$ cat config.mk
export PLATFORM = sky130hd
export DESIGN_NAME = capture_timebase_pair
export DESIGN_NICKNAME = d
export VERILOG_FILES = /design/src/rtl/ctb_pkg.sv /design/src/rtl/ctb_src_select.sv /design/src/rtl/ctb_unit.sv /design/src/rtl/ctb_capture.sv /design/src/rtl/capture_timebase_pair.sv
export SDC_FILE = /design/constraint.sdc
export NUM_CORES = 1
export LEC_CHECK = 0
export ABC_AREA = 0
export BUFFER_PORTS_ARGS = -buffer_cell sky130_fd_sc_hd__buf_4
export CAP_MARGIN = 20
export CORE_ASPECT_RATIO = 2
export CORE_MARGIN = 2
export CORE_UTILIZATION = 45
export CTS_CLUSTER_SIZE = 25
export DETAILED_ROUTE_END_ITERATION = 10
export PLACE_DENSITY = 0.72
export SLEW_MARGIN = 20
export SYNTH_ARGS = -nofsm -noshare
export SYNTH_HDL_FRONTEND = slang
export SYNTH_SLANG_ARGS = --single-unit
export TNS_END_PERCENT = 100
$ cat constraint.sdc
create_clock -name clk -period 4.35 [get_ports clk]
set_input_delay 0.2175 -clock clk [delete_from_list [all_inputs] [get_ports clk]]
set_output_delay 0.2175 -clock clk [all_outputs]
set_load 0.05 [all_outputs]
$ cat src/rtl/ctb_pkg.sv
package ctb_pkg;
  typedef enum logic [1:0] {
    MODE_SYNC  = 2'd0,
    MODE_TRIG  = 2'd1,
    MODE_SLAVE = 2'd2
  } ctb_mode_e;
endpackage

$ cat src/rtl/ctb_src_select.sv
module ctb_src_select #(
  parameter int NSRC = 4,
  parameter int SELW = $clog2(NSRC + 1)
) (
  input  logic [SELW-1:0] sel,
  input  logic [NSRC-1:0] src_en,
  input  logic [NSRC-1:0] src_pulse,
  output logic            act,
  output logic            pls
);
  // code 0 and codes above NSRC select nothing
  always_comb begin
    act = 1'b0;
    pls = 1'b0;
    for (int k = 0; k < NSRC; k++) begin
      if (sel == SELW'(k + 1)) begin
        act = src_en[k];
        pls = src_pulse[k];
      end
    end
  end
endmodule

$ cat src/rtl/ctb_unit.sv
module ctb_unit
  import ctb_pkg::*;
#(
  parameter int CW = 16
) (
  input  logic          clk,
  input  logic          rst,
  input  ctb_mode_e     mode,
  input  logic          clk_en,
  input  logic          src_act,
  input  logic          src_pls,
  input  logic          trig_clr,
  input  logic          m_clr,
  input  logic          m_inc,
  output logic [CW-1:0] cnt,
  output logic          stat,
  output logic          clr_o,
  output logic          inc_o
);
  // what this unit does at the coming edge; a slave unit just follows
  always_comb begin
    clr_o = 1'b0;
    inc_o = 1'b0;
    unique case (mode)
      MODE_TRIG: begin
        clr_o = trig_clr || !stat;
        inc_o = !trig_clr && stat && clk_en;
      end
      MODE_SLAVE: begin
        clr_o = m_clr;
        inc_o = m_inc;
      end
      default: begin
        clr_o = !src_act || (clk_en && src_pls);
        inc_o = src_act && clk_en && !src_pls;
      end
    endcase
  end

  always_ff @(posedge clk) begin
    if (rst) begin
      cnt  <= '0;
      stat <= 1'b0;
    end else begin
      if (clr_o)      cnt <= '0;
      else if (inc_o) cnt <= cnt + 1'b1;

      if (mode == MODE_TRIG) begin
        if (trig_clr)                        stat <= 1'b0;
        else if (!stat && clk_en && src_pls) stat <= 1'b1;
      end else begin
        stat <= 1'b0;
      end
    end
  end
endmodule

$ cat src/rtl/ctb_capture.sv
module ctb_capture #(
  parameter int DW = 32
) (
  input  logic          clk,
  input  logic          rst,
  input  logic          strobe,
  input  logic [DW-1:0] din,
  output logic [DW-1:0] dout
);
  always_ff @(posedge clk) begin
    if (rst)         dout <= '0;
    else if (strobe) dout <= din;
  end
endmodule

$ cat src/rtl/capture_timebase_pair.sv
module capture_timebase_pair
  import ctb_pkg::*;
#(
  parameter int CW   = 16,
  parameter int NSRC = 4,
  parameter int SELW = $clog2(NSRC + 1)
) (
  input  logic            clk,
  input  logic            rst,
  input  logic            clk_en,
  input  logic [NSRC-1:0] src_en,
  input  logic [NSRC-1:0] src_pulse,
  input  logic [1:0]      casc_req,
  input  logic [SELW-1:0] lo_sel,
  input  logic [SELW-1:0] hi_sel,
  input  logic [1:0]      trig_mode,
  input  logic [1:0]      trig_clr,
  input  logic            cap_strobe,
  output logic [CW-1:0]   lo_cnt,
  output logic [CW-1:0]   hi_cnt,
  output logic [2*CW-1:0] cnt_wide,
  output logic [1:0]      trig_stat,
  output logic [2*CW-1:0] cap_val
);
  localparam int          WW    = 2 * CW;
  localparam logic [CW-1:0] ALL1 = '1;

  logic            casc;
  logic [SELW-1:0] sel_v  [2];
  logic [1:0]      act_v, pls_v, clr_v, inc_v;
  ctb_mode_e       mode_v [2];
  logic [CW-1:0]   cnt_v  [2];

  assign casc     = &casc_req;
  assign sel_v[0] = lo_sel;
  assign sel_v[1] = hi_sel;

  assign mode_v[0] = trig_mode[0] ? MODE_TRIG : MODE_SYNC;
  assign mode_v[1] = casc ? MODE_SLAVE : (trig_mode[1] ? MODE_TRIG : MODE_SYNC);

  for (genvar u = 0; u < 2; u++) begin : g_unit
    ctb_src_select #(.NSRC(NSRC), .SELW(SELW)) u_sel (
      .sel      (sel_v[u]),
      .src_en   (src_en),
      .src_pulse(src_pulse),
      .act      (act_v[u]),
      .pls      (pls_v[u])
    );

    ctb_unit #(.CW(CW)) u_tb (
      .clk     (clk),
      .rst     (rst),
      .mode    (mode_v[u]),
      .clk_en  (clk_en),
      .src_act (act_v[u]),
      .src_pls (pls_v[u]),
      .trig_clr(trig_clr[u]),
      .m_clr   ((u == 1) ? clr_v[0] : 1'b0),
      .m_inc   ((u == 1) ? (inc_v[0] && cnt_v[0] == ALL1) : 1'b0),
      .cnt     (cnt_v[u]),
      .stat    (trig_stat[u]),
      .clr_o   (clr_v[u]),
      .inc_o   (inc_v[u])
    );
  end

  assign lo_cnt   = cnt_v[0];
  assign hi_cnt   = cnt_v[1];
  assign cnt_wide = {cnt_v[1], cnt_v[0]};

  ctb_capture #(.DW(WW)) u_cap (
    .clk   (clk),
    .rst   (rst),
    .strobe(cap_strobe),
    .din   (cnt_wide),
    .dout  (cap_val)
  );
endmodule

==> results of run 1 <==
cell type report:
class                   instances  area share
multi-input cells             295      0.4224
clock buffers                  13     0.05742
repair buffers                124      0.1978
inverters                      11    0.008772
flip-flops and latches         66      0.2807
clock inverters                 2    0.007443
well taps                      96     0.02552
worst max-delay path by stage:
stage,from,depth (start not counted),end
finish,g_unit[0].u_tb.cnt[3],6,g_unit[1].u_tb.cnt[13]
global route,g_unit[1].u_tb.cnt[3],5,g_unit[1].u_tb.cnt[13]
CTS,g_unit[1].u_tb.stat,7,g_unit[1].u_tb.cnt[5]
detailed placement,hi_sel[2],8,g_unit[1].u_tb.cnt[5]
global placement,lo_sel[0],7,g_unit[0].u_tb.cnt[4]
floorplan,g_unit[0].u_tb.cnt[3],8,g_unit[1].u_tb.cnt[15]
cells in the final DEF (no fill, tap or decap), types with 3 or more instances in the layout:
| cell type | synthesis | final |
|---|---|---|
| clkbuf_16 | 0 | 9 |
| and2_1 | 5 | 5 |
| or4_1 | 11 | 11 |
| o21ai_0 | 4 | 4 |
| nand4_1 | 11 | 11 |
| mux2i_1 | 50 | 50 |
| inv_1 | 11 | 11 |
| a21oi_1 | 18 | 17 |
| nand4b_1 | 17 | 17 |
| o22ai_1 | 9 | 9 |
| and3_1 | 5 | 5 |
| buf_4 | 34 | 124 |
| dfxtp_1 | 66 | 66 |
| o31ai_1 | 11 | 11 |
| clkbuf_8 | 0 | 3 |
| nor2_1 | 57 | 57 |
| o211ai_1 | 4 | 4 |
| or3_1 | 3 | 3 |
| nand3b_1 | 3 | 3 |
| nor3_1 | 3 | 3 |
| nand2_1 | 19 | 19 |
| nand3_1 | 29 | 29 |
metal layers:
| layer | vias to the layer above | wire (um) |
|---|---|---|
| li1 | 1694 | - |
| met5 | - | 0 |
| met4 | 0 | 284 |
| met3 | 25 | 419 |
| met1 | 1658 | 3476 |
| met2 | 105 | 5491 |
sequential cells by signal, indices dropped and copies added, names as in the netlist:
register	flops
g_unit.u_tb.cnt	32
g_unit.u_tb.stat	2
u_cap.dout	32
synth_stat cells (all sizes together), types with 2 or more instances:
cell	number	area [um2]
a21oi	18	90.09
a32oi	2	17.52
and2	5	31.28
and3	5	31.28
and3b	2	17.52
and4	2	17.52
buf	44	299.0
clkbuf	22	83.83
dfxtp	66	1321
ha	2	25.02
inv	11	41.29
mux2	2	22.52
mux2i	50	500.5
nand2	19	71.32
nand3	29	145.1
nand3b	3	22.52
nand4	11	68.82
nand4b	17	148.9
nor2	57	214.0
nor2b	2	12.51
nor3	4	25.02
o211ai	4	30.03
o21ai	7	35.03
o22ai	9	56.30
o31ai	11	82.58
or3	3	18.77
or4	11	82.58
or4bb	2	22.52
worst max-delay path, stage by stage, from the launching register on:
cell and delay [ns]:
dfxtp_1 0.50, nand4_1 0.25, nor2_1 0.22, and3_1 0.50, nand4_1 0.18, o32ai_1 0.42, mux2i_1 0.23
where the power goes:
part	leakage [nW]	switching [W]	internal (W)
clock	0.152	0.000250	0.000486
sequential	0.531	0.000000405	0.000605
combinational	1.26	0.0000589	0.0000415
per-stage QoR:
| stage | hold WS (ns) | cells | utilization | setup slack, ns | instance area, um2 |
|---|---|---|---|---|---|
| after detailed placement | 0.3905 | 592 | 0.5523 | 1.774 | 4387 |
| after global placement | 0.3890 | 592 | 0.5518 | 1.842 | 4383 |
| after CTS | 0.03961 | 607 | 0.5907 | 1.895 | 4692 |
| after floorplan | 0.2942 | 438 | - | 2.054 | 3700 |
| after global routing | 0.05555 | 607 | 0.5926 | 1.855 | 4707 |
| final | 0.05593 | 607 | 0.5926 | 1.964 | 4707 |
cell families after synthesis:
kind of cell,share of synthesized area
buffers and inverters,0.1146
AOI/OAI and AO/OA,0.1174
adders and majority gates,0.006763
muxes,0.1414
DFF,0.3571
and+or+nand+nor,0.2604
xor gates and xnor gates,0.002368
==> impl_metrics.toml, run 1 <==
[yosys]
synth_ff_type = "dfxtp_1"
seq_area_frac_synth = 0.3571
synth_area_um2 = 3700
synth_cell_types = 51
synth-seq-cells = 66
yosys_warnings = 0
netlist_instances = 438
async_flop_share = 0
synth_enable_flop_cells = 0
syn_nets = 464
syn_area_per_cell_um2 = 8.447

[critical_path]
crit_path_start_kind = "register"
cp.arrival_ns = 2.64
r2r_setup_slack_ns = 1.96
path_class = "reg -> reg"
worstPathRequired_ns = 4.61
worstReg2RegStart = "g_unit[0].u_tb.cnt[3]"
crit_path_end_kind = "register"
path_max_fanout = 14
ff2ff_path_depth = 6
r2r-end = "g_unit[1].u_tb.cnt[13]"

[clocking]
cts_made_buffers = 9
cts_tree = "done"
hold_buffers = 0
clockRootBuffer = "clkbuf_16"
clock_sinks = 66
insertion_delay_ns = 0.33
clkSlewWorstSetupHoldPaths_ns = 0.05
clockBufferDepth = 2
post_cts_resized = 0
cts_setup_buffers = 0
htreeDepth = 3

[floorplan]
pin_count = 122
initial_core_util = 0.4658
dieArea_um2 = 9007
rows = 46
die_w_um = 68.12
die_y_um = 132.2
core_um2 = 7943

[grt]
grt_pass1_vias = 3247
top_usage_layer = "met2"
grt_use_met3 = 0.05209
grt.total_usage = 0.2180
grt_max_degree = 68
grt_pass1_wl_mm = 15.24
grt_overflow = 0
antenna_found_initial = 0
grt_use_met1 = 0.2173
met2_usage = 0.3986

[pwr]
p_leak_nw = 1.943
p_total_w = 0.001443
power.density_nw_per_um2 = 306.5
ir_worst_vdd_v = 0.0002231

[min_path]
holdPathStages = 2
min-delay-start = "trig_clr[0]"
hold_path.class = "in -> reg"
holdPathEnd = "g_unit[0].u_tb.stat"

[detailed_routing]
ant_nets = 0
route.detailed.drc = 0
drt_pass1_iterations = 4
vias = 3482
routedWlPerCell_um = 15.93
drt_iter0_drc = 188
viasPerCell = 5.736
routed_wl_mm = 9.672

[placement]
dp_hpwl_mm = 6.843
portBuffers = 121
gp_congestion = 0.9206

[timing]
hold_viol_final = 0
grt_setup_unrepaired = "no"
setup_viol = 0
setup_tns_ns = 0
slew_viol_final = 0
relSlewSlack = 0.4630
finalCritPeriodShare = 0.5486
final.setup_skew_ns = 0.002551
timing.fmax_ghz = 0.4190
worst_pin_slew_ns = 0.8001
fin_crit_ns = 2.386

[status]
status = "finished clean"

[final_layout]
nets = 533
fillers = 723
diodes = 0
drive_gt1_frac = 0.2896
syn_to_final_growth_pct = 27.22
multiInputGateArea_um2 = 1988
seqCellArea_um2 = 1321

[job]
cap_viol_max_count = 0
Power figures use the tool's default switching activity.
==> inputs of run 2 (changes only) <==
--- a/config.mk
+++ b/config.mk
@@ -13,7 +13,7 @@
 export CORE_UTILIZATION = 45
 export CTS_CLUSTER_SIZE = 25
 export DETAILED_ROUTE_END_ITERATION = 10
-export PLACE_DENSITY = 0.72
+export PLACE_DENSITY = 0.75
 export SLEW_MARGIN = 20
 export SYNTH_ARGS = -nofsm -noshare
 export SYNTH_HDL_FRONTEND = slang
==> constraint.sdc (replaced) <==
create_clock -name clk -period 1.9 [get_ports clk]
set_input_delay 0.095 -clock clk [delete_from_list [all_inputs] [get_ports clk]]
set_output_delay 0.095 -clock clk [all_outputs]
set_load 0.05 [all_outputs]
==> impl_metrics.toml, run 2 (same netlist as run 1, synthesis figures left out) <==
[status]
status = "finished clean"

[detailed_routing]
viasPerCell = 5.710
drt_pass1_iterations = 4
drt_iter0_drc = 199
routedWlPerCell_um = 15.75
route.detailed.drc = 0
ant_nets = 0
vias = 3563
routed_wl_mm = 9.829

[grt]
grt_max_degree = 41
grt_pass1_wl_mm = 15.21
grt.total_usage = 0.2187
antenna_found_initial = 0
grt_pass1_vias = 3336
grt_overflow = 0

[floorplan]
pin_count = 122
initial_core_util = 0.4658
core_um2 = 7943
die_y_um = 132.2
rows = 46
dieArea_um2 = 9007
die_w_um = 68.12

[pwr]
power.density_nw_per_um2 = 666.5
combPwrFrac = 0.077
sw_frac_of_total = 0.2195
seqPwrFrac = 0.425
switching_power_w = 0.0007138
p_leak_nw = 2.055
ir_worst_vdd_v = 0.0004555
internal-power_w = 0.002538
clockPowerShare = 0.498

[final_layout]
syn_to_final_growth_pct = 31.86
mostFrequentLayoutCell = "buf_4"
top_regs = "g_unit.u_tb.cnt (32), u_cap.dout (32), g_unit.u_tb.stat (2)"
fin_cells = 624
nets = 549
drive_gt1_frac = 0.3485
layout_common_cells = "136 x buf_4, 57 x nor2_1, 50 x mux2i_1"
diodes = 0

[critical_path]
path_max_fanout = 36
cpPeakStageDelay_ns = 0.56
cp.arrival_ns = 2.07
cp_slowest_cell = "dlygate4sd3_1"
r2r_setup_slack_ns = 0.13
worstPathRequired_ns = 2.16
cp_cell_sequence = "dlygate4sd3_1 -> buf_4 -> and3b_2 -> a32oi_2 -> buf_12 -> or4_1 -> a21oi_1"
crit_path_end_kind = "register"
crit_path_start_kind = "input pin"
path_class = "in -> reg"

[timing]
finalCritPeriodShare = 0.9551
grt_setup_unrepaired = "no"
setup_tns_ns = 0
fin_crit_ns = 1.815
hold_viol_final = 0
slew_viol_final = 0
timing.fmax_ghz = 0.5510
final.setup_skew_ns = 0.008230
setup_viol = 0
relSlewSlack = 0.6287
worst_pin_slew_ns = 0.5569

[clocking]
insertion_delay_ns = 0.33
cts_tree = "done"
clockRootBuffer = "clkbuf_16"
clock_sinks = 66
clkSlewWorstSetupHoldPaths_ns = 0.05
cts_setup_buffers = 0
htreeDepth = 3
clockBufferDepth = 2
cts_made_buffers = 9

[placement]
dp_hpwl_mm = 7.177
gp_congestion = 0.8385
portBuffers = 121
dp.cells = 607

[min_path]
hold_path.class = "in -> reg"

[job]
cap_viol_max_count = 0
## run 2: cell types whose count changed in the layout (fill, tap and decap cells not counted), moves of 2 or more
cell and change:
buf_4 +12, clkbuf_1 +2, dfxtp_1 -21, buf_12 +3, dfxtp_4 +4, clkbuf_8 -2, dfxtp_2 +17
## run 2: area by class of cell
class	instances	area, um2
sequential	66	1358
inverter	11	41.29
clock buffer	13	250.2
timing repair buffer	140	1091
multi-input combinational	295	1978
fill	700	3064
clock inverter	3	40.04
tap	96	120.1
## run 2: what timing repair did
item,CTS,global route
hold buffers,1,0
endpoints found under the setup margin,0,10
gates resized for setup,0,2
endpoints found under the hold margin,1,0
## run 2: worst paths after layout
| path | from | endpoint | cells after the start |
|---|---|---|---|
| worst max-delay path | trig_clr[0] | g_unit[0].u_tb.cnt[13] | 7 |
| worst min-delay path | trig_clr[1] | g_unit[1].u_tb.stat | 3 |
| worst max register to register | g_unit[0].u_tb.cnt[4] | g_unit[1].u_tb.cnt[12] | 7 |
| worst min register to register | u_cap.dout[4] | u_cap.dout[4] | 2 |
## run 2: routing by layer
metal  vias to the layer above  GRT usage  wire, um
li1                       1725          -         -
met1                      1705     0.2083      3359
met2                       114     0.4088      5667
met3                        19    0.04611       528
met4                         0     0.1122       275
met5                         -          0         0
## run 2: worst max-delay path, delay by kind of cell
| family | cells | cell delay, ns |
|---|---|---|
| buffers and inverters | 3 | 0.91 |
| and+or+nand+nor | 2 | 0.77 |
| AOI/OAI and AO/OA | 2 | 0.28 |
## run 2: power by group through the flow
stage / sequential [W] / clock, W / combinational [W]
floorplan: 0.00141 / 0 / 0.000144
global placement: 0.00141 / 0 / 0.000241
detailed placement: 0.00141 / 0 / 0.000248
CTS: 0.00138 / 0.00165 / 0.000250
global route: 0.00138 / 0.00169 / 0.000269
finish: 0.00138 / 0.00162 / 0.000250
## run 2: per-stage QoR
stage	power [W]	hold slack (ns)	area (um2)	utilization	setup slack, ns
6_report	0.003252	0.04375	4878	0.6142	0.08527
5_1_grt	0.003344	0.03589	4878	0.6142	0.01538
4_1_cts	0.003285	0.02456	4876	0.6139	0.09390
3_5_place_dp	0.001658	0.2717	4576	0.5761	-0.02598
3_3_place_gp	0.001652	0.2648	4576	0.5761	0.04059
2_1_floorplan	0.001555	0.1717	3744	-	-0.001760
